**src/rtl/spc_pkg.sv**
```systemverilog
package spc_pkg;
  typedef enum logic {PH_LAUNCH = 1'b0, PH_WAIT = 1'b1} phase_t;

  // a side counts as finished if it finished earlier or finishes now
  function automatic logic pair_complete(input logic a_fin, input logic a_evt,
                                         input logic b_fin, input logic b_evt);
    return (a_fin | a_evt) & (b_fin | b_evt);
  endfunction
endpackage

```
**src/rtl/spc_req_tracker.sv**
```systemverilog
module spc_req_tracker (
  input  logic clk,
  input  logic rst_n,
  input  logic launch,
  input  logic done,
  output logic req,
  output logic fin,
  output logic evt
);
  assign evt = req & done;

  always_ff @(posedge clk or negedge rst_n) begin
    if (!rst_n) begin
      req <= 1'b0;
      fin <= 1'b0;
    end else if (launch) begin
      req <= 1'b1;
      fin <= 1'b0;
    end else if (evt) begin
      req <= 1'b0;
      fin <= 1'b1;
    end
  end

  // hold until done is seen
  a_r2_req_hold: assert property (@(posedge clk) disable iff (!rst_n)
    (req && !done && !launch) |=> req);
  // drop one cycle after done is seen
  a_r2_req_drop: assert property (@(posedge clk) disable iff (!rst_n)
    (req && done) |=> !req);
endmodule

```
**src/rtl/spc_sample_store.sv**
```systemverilog
module spc_sample_store #(
  parameter int SAMPLE_W = 12
) (
  input  logic                clk,
  input  logic                rst_n,
  input  logic                launch,
  input  logic                ch_sel,
  input  logic                capture,
  input  logic [SAMPLE_W-1:0] ch0,
  input  logic [SAMPLE_W-1:0] ch1,
  output logic [SAMPLE_W-1:0] dac_word
);
  logic                sel_q;
  logic [SAMPLE_W-1:0] held_q;

  function automatic logic [SAMPLE_W-1:0] pick(input logic s,
      input logic [SAMPLE_W-1:0] a, input logic [SAMPLE_W-1:0] b);
    return s ? b : a;
  endfunction

  always_ff @(posedge clk or negedge rst_n) begin
    if (!rst_n) begin
      sel_q    <= 1'b0;
      held_q   <= '0;
      dac_word <= '0;
    end else begin
      if (launch) begin
        sel_q    <= ch_sel;
        dac_word <= held_q;
      end
      if (capture) held_q <= pick(sel_q, ch0, ch1);
    end
  end

  // DAC word only moves at a launch
  a_r4_word_steady: assert property (@(posedge clk) disable iff (!rst_n)
    !launch |=> $stable(dac_word));
  // selection only moves at a launch
  a_r6_sel_steady: assert property (@(posedge clk) disable iff (!rst_n)
    !launch |=> $stable(sel_q));
endmodule

```
**src/rtl/sample_pipe_ctrl.sv**
```systemverilog
module sample_pipe_ctrl #(
  parameter int SAMPLE_W = 12
) (
  input  logic                clk,
  input  logic                rst_n,
  input  logic                ch_sel,
  output logic                adc_req,
  input  logic                adc_done,
  input  logic [SAMPLE_W-1:0] adc_ch0,
  input  logic [SAMPLE_W-1:0] adc_ch1,
  output logic                dac_req,
  input  logic                dac_done,
  output logic [SAMPLE_W-1:0] dac_data,
  output logic                conv_strobe
);
  import spc_pkg::*;

  phase_t phase_q;
  logic   launch;
  logic   adc_fin, adc_evt, dac_fin, dac_evt;
  logic   pair_done;

  assign launch    = (phase_q == PH_LAUNCH);
  assign pair_done = pair_complete(adc_fin, adc_evt, dac_fin, dac_evt);

  always_ff @(posedge clk or negedge rst_n) begin
    if (!rst_n) begin
      phase_q     <= PH_LAUNCH;
      conv_strobe <= 1'b0;
    end else begin
      conv_strobe <= launch;
      case (phase_q)
        PH_LAUNCH: phase_q <= PH_WAIT;
        default:   if (pair_done) phase_q <= PH_LAUNCH;
      endcase
    end
  end

  spc_req_tracker u_adc_trk (
    .clk(clk), .rst_n(rst_n), .launch(launch), .done(adc_done),
    .req(adc_req), .fin(adc_fin), .evt(adc_evt)
  );

  spc_req_tracker u_dac_trk (
    .clk(clk), .rst_n(rst_n), .launch(launch), .done(dac_done),
    .req(dac_req), .fin(dac_fin), .evt(dac_evt)
  );

  spc_sample_store #(.SAMPLE_W(SAMPLE_W)) u_store (
    .clk(clk), .rst_n(rst_n), .launch(launch), .ch_sel(ch_sel),
    .capture(adc_evt), .ch0(adc_ch0), .ch1(adc_ch1), .dac_word(dac_data)
  );

  // both requests rise together, with the strobe
  a_r1_pair_rise: assert property (@(posedge clk) disable iff (!rst_n)
    $rose(adc_req) |-> ($rose(dac_req) && conv_strobe));
  // no launch while either side is still busy
  a_r3_wait_both: assert property (@(posedge clk) disable iff (!rst_n)
    launch |-> (!adc_req && !dac_req));
  // strobe lasts one cycle and coincides with live requests
  a_r8_strobe_single: assert property (@(posedge clk) disable iff (!rst_n)
    conv_strobe |-> (adc_req && dac_req) ##1 !conv_strobe);
endmodule

```
**config.mk**
```make
export PLATFORM = sky130hd
export DESIGN_NAME = sample_pipe_ctrl
export DESIGN_NICKNAME = d
export VERILOG_FILES = /design/src/rtl/spc_pkg.sv /design/src/rtl/spc_req_tracker.sv /design/src/rtl/spc_sample_store.sv /design/src/rtl/sample_pipe_ctrl.sv
export SDC_FILE = /design/constraint.sdc
export NUM_CORES = 1
export LEC_CHECK = 0
export BUFFER_PORTS_ARGS = -buffer_cell sky130_fd_sc_hd__buf_4
export CORE_UTILIZATION = 52
export DETAILED_ROUTE_END_ITERATION = 12
export GPL_TIMING_DRIVEN = 0
export PLACE_DENSITY = 0.85
export SLEW_MARGIN = 0
export SYNTH_ARGS = -nofsm -noshare
export SYNTH_HDL_FRONTEND = slang
export SYNTH_HIERARCHICAL = 1
export SYNTH_SLANG_ARGS = --single-unit
```
**constraint.sdc**
```tcl
create_clock -name clk -period 2 [get_ports clk]
set_input_delay 0.6 -clock clk [delete_from_list [all_inputs] [get_ports clk]]
set_output_delay 0.6 -clock clk [all_outputs]
set_load 0.01 [all_outputs]
```
==> results by group <==
Global routing
  – Tot GR Track Use: 0.210
  – First-pass GRT wire length: 3950 um
  – Total gr overflow: 0
  – Largest net degree at the start of global routing: 32
  – Initial antenna violation count: 0
  – Number of global-route vias before repair: 890

Critical path
  – Nature of the critical path endpoint: output pin
  – R2R Setup Slk: between 0.6 and 0.7 ns
  – Crit-path max cell delay: slightly above 0.4 ns
  – Reg2Reg Depth: 3
  – Worst Path Required: between 1 and 1.5 ns
  – Worst setup SP type: flop
  – Setup CP Type: flop to output pin
  – Crit. path cell count: 1
  – WP data arrival: a little under 0.9 ns
  – Max FO, Critical Path: 4
  – CP Cell Sequence: buf_4
  – Critical path's slowest cell: dfrtp_1
  – Worst path top cell family by delay: flip-flops
  – Buf/Inv on CP: 1

Layout
  – Fillers: about 180
  – Commonest non-fill, non-tap cells in the layout: buf_4 (43), dfrtp_1 (31), a21oi_1 (14), nor2_1 (14), mux2_2 (13)
  – Commonest non-fill, non-tap cell in the layout: buf_4
  – Share of cells above drive strength 1: 0.486
  – Diodes inserted: 0
  – FF/Latch Area: approximately 780 um^2
  – Layout area overhead: 32.2%
  – NumNets Final: 176
  – Final Non-Filler Cells: between 150 and 200
  – Multi-input logic area: between 400 and 500 um^2

Drt
  – First DRT Iteration DRCs: 6
  – Detail Route Antenna Nets: 0
  – Routed wire length per instance: between 10 and 15 um
  – Vias per std cell: roughly 5.2
  – Total number of vias: about 910
  – Drt drc: 0
  – Routed wire length: around 2300 um
  – First-pass iteration count of the detailed router: 4

Floorplan
  – Initial Util: 0.565
  – IO Pins: 44
  – Die Span X: ~51 um
  – Die area: between 0.002 and 0.003 mm^2
  – Cell row count: 17
  – Die Y: slightly above 50 um
  – Core area: roughly 0.0023 mm^2

Clocking
  – Root buf cell: clkbuf_4
  – Worst-path clk slew: 0.09 ns
  – H-tree Lvls: 2
  – Post-cts resize count: 0
  – TritonCTS Sinks: 31
  – Post-CTS Setup Inserts: 0
  – Clock Latency Late Sink: between 0.3 and 0.4 ns
  – CTS Buf Count: 5
  – CTS tree: done
  – Worst-case clock buffer depth: 2
  – Post-CTS Hold Buffers: 0

Logic synthesis
  – Synthesis Warnings: 6
  – Synth Instances: between 90 and 100
  – Register area share after synthesis: 0.609
  – Synth area leader: dfrtp_1
  – Ranking of synthesized cells by area: dfrtp_1 (61%), mux2_2 (11%), mux2i_1 (9.4%)
  – Unique cell type count in the Yosys netlist: 12
  – Synthesized area per cell: 13.1 um^2
  – Syn nets: around 130
  – Yosys top cell area share: 0.609
  – Synthesized cell area: ~0.0013 mm^2
  – #FFs+latches synth: 31

Min path
  – Hold crit path type: primary input to asynchronous set/reset pin

Status
  – Status: finished, final reports clean

Power and ir drop
  – Max VDD drop: 0.000482 V
  – PwrDens: about 600 mW/mm^2
  – Leakage: ~0.9 nW

Place
  – # placed instances: 168
  – Dpl hpwl: 1660 um
  – Gpl congestion: between 0.7 and 0.8
  – IO Port Bufs: 43

Timing
  – Worst-margin pin slew: ~0.38 ns
  – Setup TNS: 0 ns
  – Peak Freq: about 0.68 GHz
  – Max-slew violation count: 0
  – # setup viols final: 0
  – Final min period: about 1.5 ns
  – Count of final hold-check violations: 0
  – RSZ-0062 raised after global routing: false
  – Worst relative slew slack: 0.744
  – Tcrit/Tclk final: 0.737
  – Clk_skew: slightly below 0.009 ns

Flow run
  – Number of max-cap violations: 0
-- cells in the mapped netlist --
| cell type | instances |
|---|---|
| a21oi_1 | 14 |
| o221ai_2 | 1 |
| mux2i_1 | 12 |
| buf_12 | 1 |
| and2_2 | 2 |
| nor2_1 | 14 |
| mux2_2 | 13 |
| dfrtp_1 | 31 |
| inv_1 | 3 |
| a21o_1 | 2 |
| buf_6 | 2 |
| buf_2 | 2 |
-- worst paths after layout --
kind / start / end
worst max register to register: phase_q / u_store/dac_word[5]
worst min register to register: phase_q / phase_q
min in group clk: phase_q / phase_q
worst min-delay path: rst_n / u_store/dac_word[11]
worst max-delay path: u_dac_trk/req / dac_req
max in group asynchronous: rst_n / u_store/dac_word[8]
-- routing by layer --
metal	vias up	share of wire	track usage
li1	434	-	-
met1	451	0.43	0.276
met2	24	0.51	0.335
met3	2	0.046	0.0526
met4	0	0.0068	0.0811
met5	-	0	0
-- sequential cells by signal, indices dropped and copies added (netlist names) --
signal and count:
u_adc_trk/fin 1, u_adc_trk/req 1, u_store/dac_word 12, phase_q 1, u_dac_trk/req 1, conv_strobe 1, u_dac_trk/fin 1, u_store/sel_q 1
u_store/held_q 12
-- area by class of cell --
class,count,area share
clock inverter,3,0.00892
multi-input combinational,58,0.258
tap,28,0.0208
buffer,5,0.0312
timing repair buffer,43,0.192
sequential,31,0.461
clock buffer,5,0.0223
inverter,3,0.00669
-- per-stage QoR --
step                utilization  total power, W  hold slack [ns]  worst slack (ns)  cell area, um^2
detailed placement        0.724        0.000702            0.472             0.552             1630
global route              0.747         0.00106            0.218             0.484             1680
floorplan                     -        0.000647            0.304             0.796             1270
CTS                       0.747         0.00104            0.200             0.511             1680
finish                    0.747         0.00102            0.200             0.527             1680
global placement          0.724        0.000700            0.463             0.575             1630
-- where the power goes --
group	total (W)	internal [W]	switching (W)	leakage [nW]
sequential	0.000626	0.000626	0	0.428
clock	0.000328	0.000131	0.000198	0.0347
combinational	0.0000619	0.0000389	0.0000230	0.437
total	0.00102	0.000796	0.000221	0.900
-- cells by family (layout without fill, tap and decap cells) --
kind of cell,after synthesis,after routing,synth area share
DFF,31,31,0.609
muxes,25,25,0.209
buffers and inverters,8,59,0.0501
and+or+nand+nor,16,16,0.0530
AOI/OAI and AO/OA,17,17,0.0786
No activity file was read; power rests on OpenSTA's default activity.
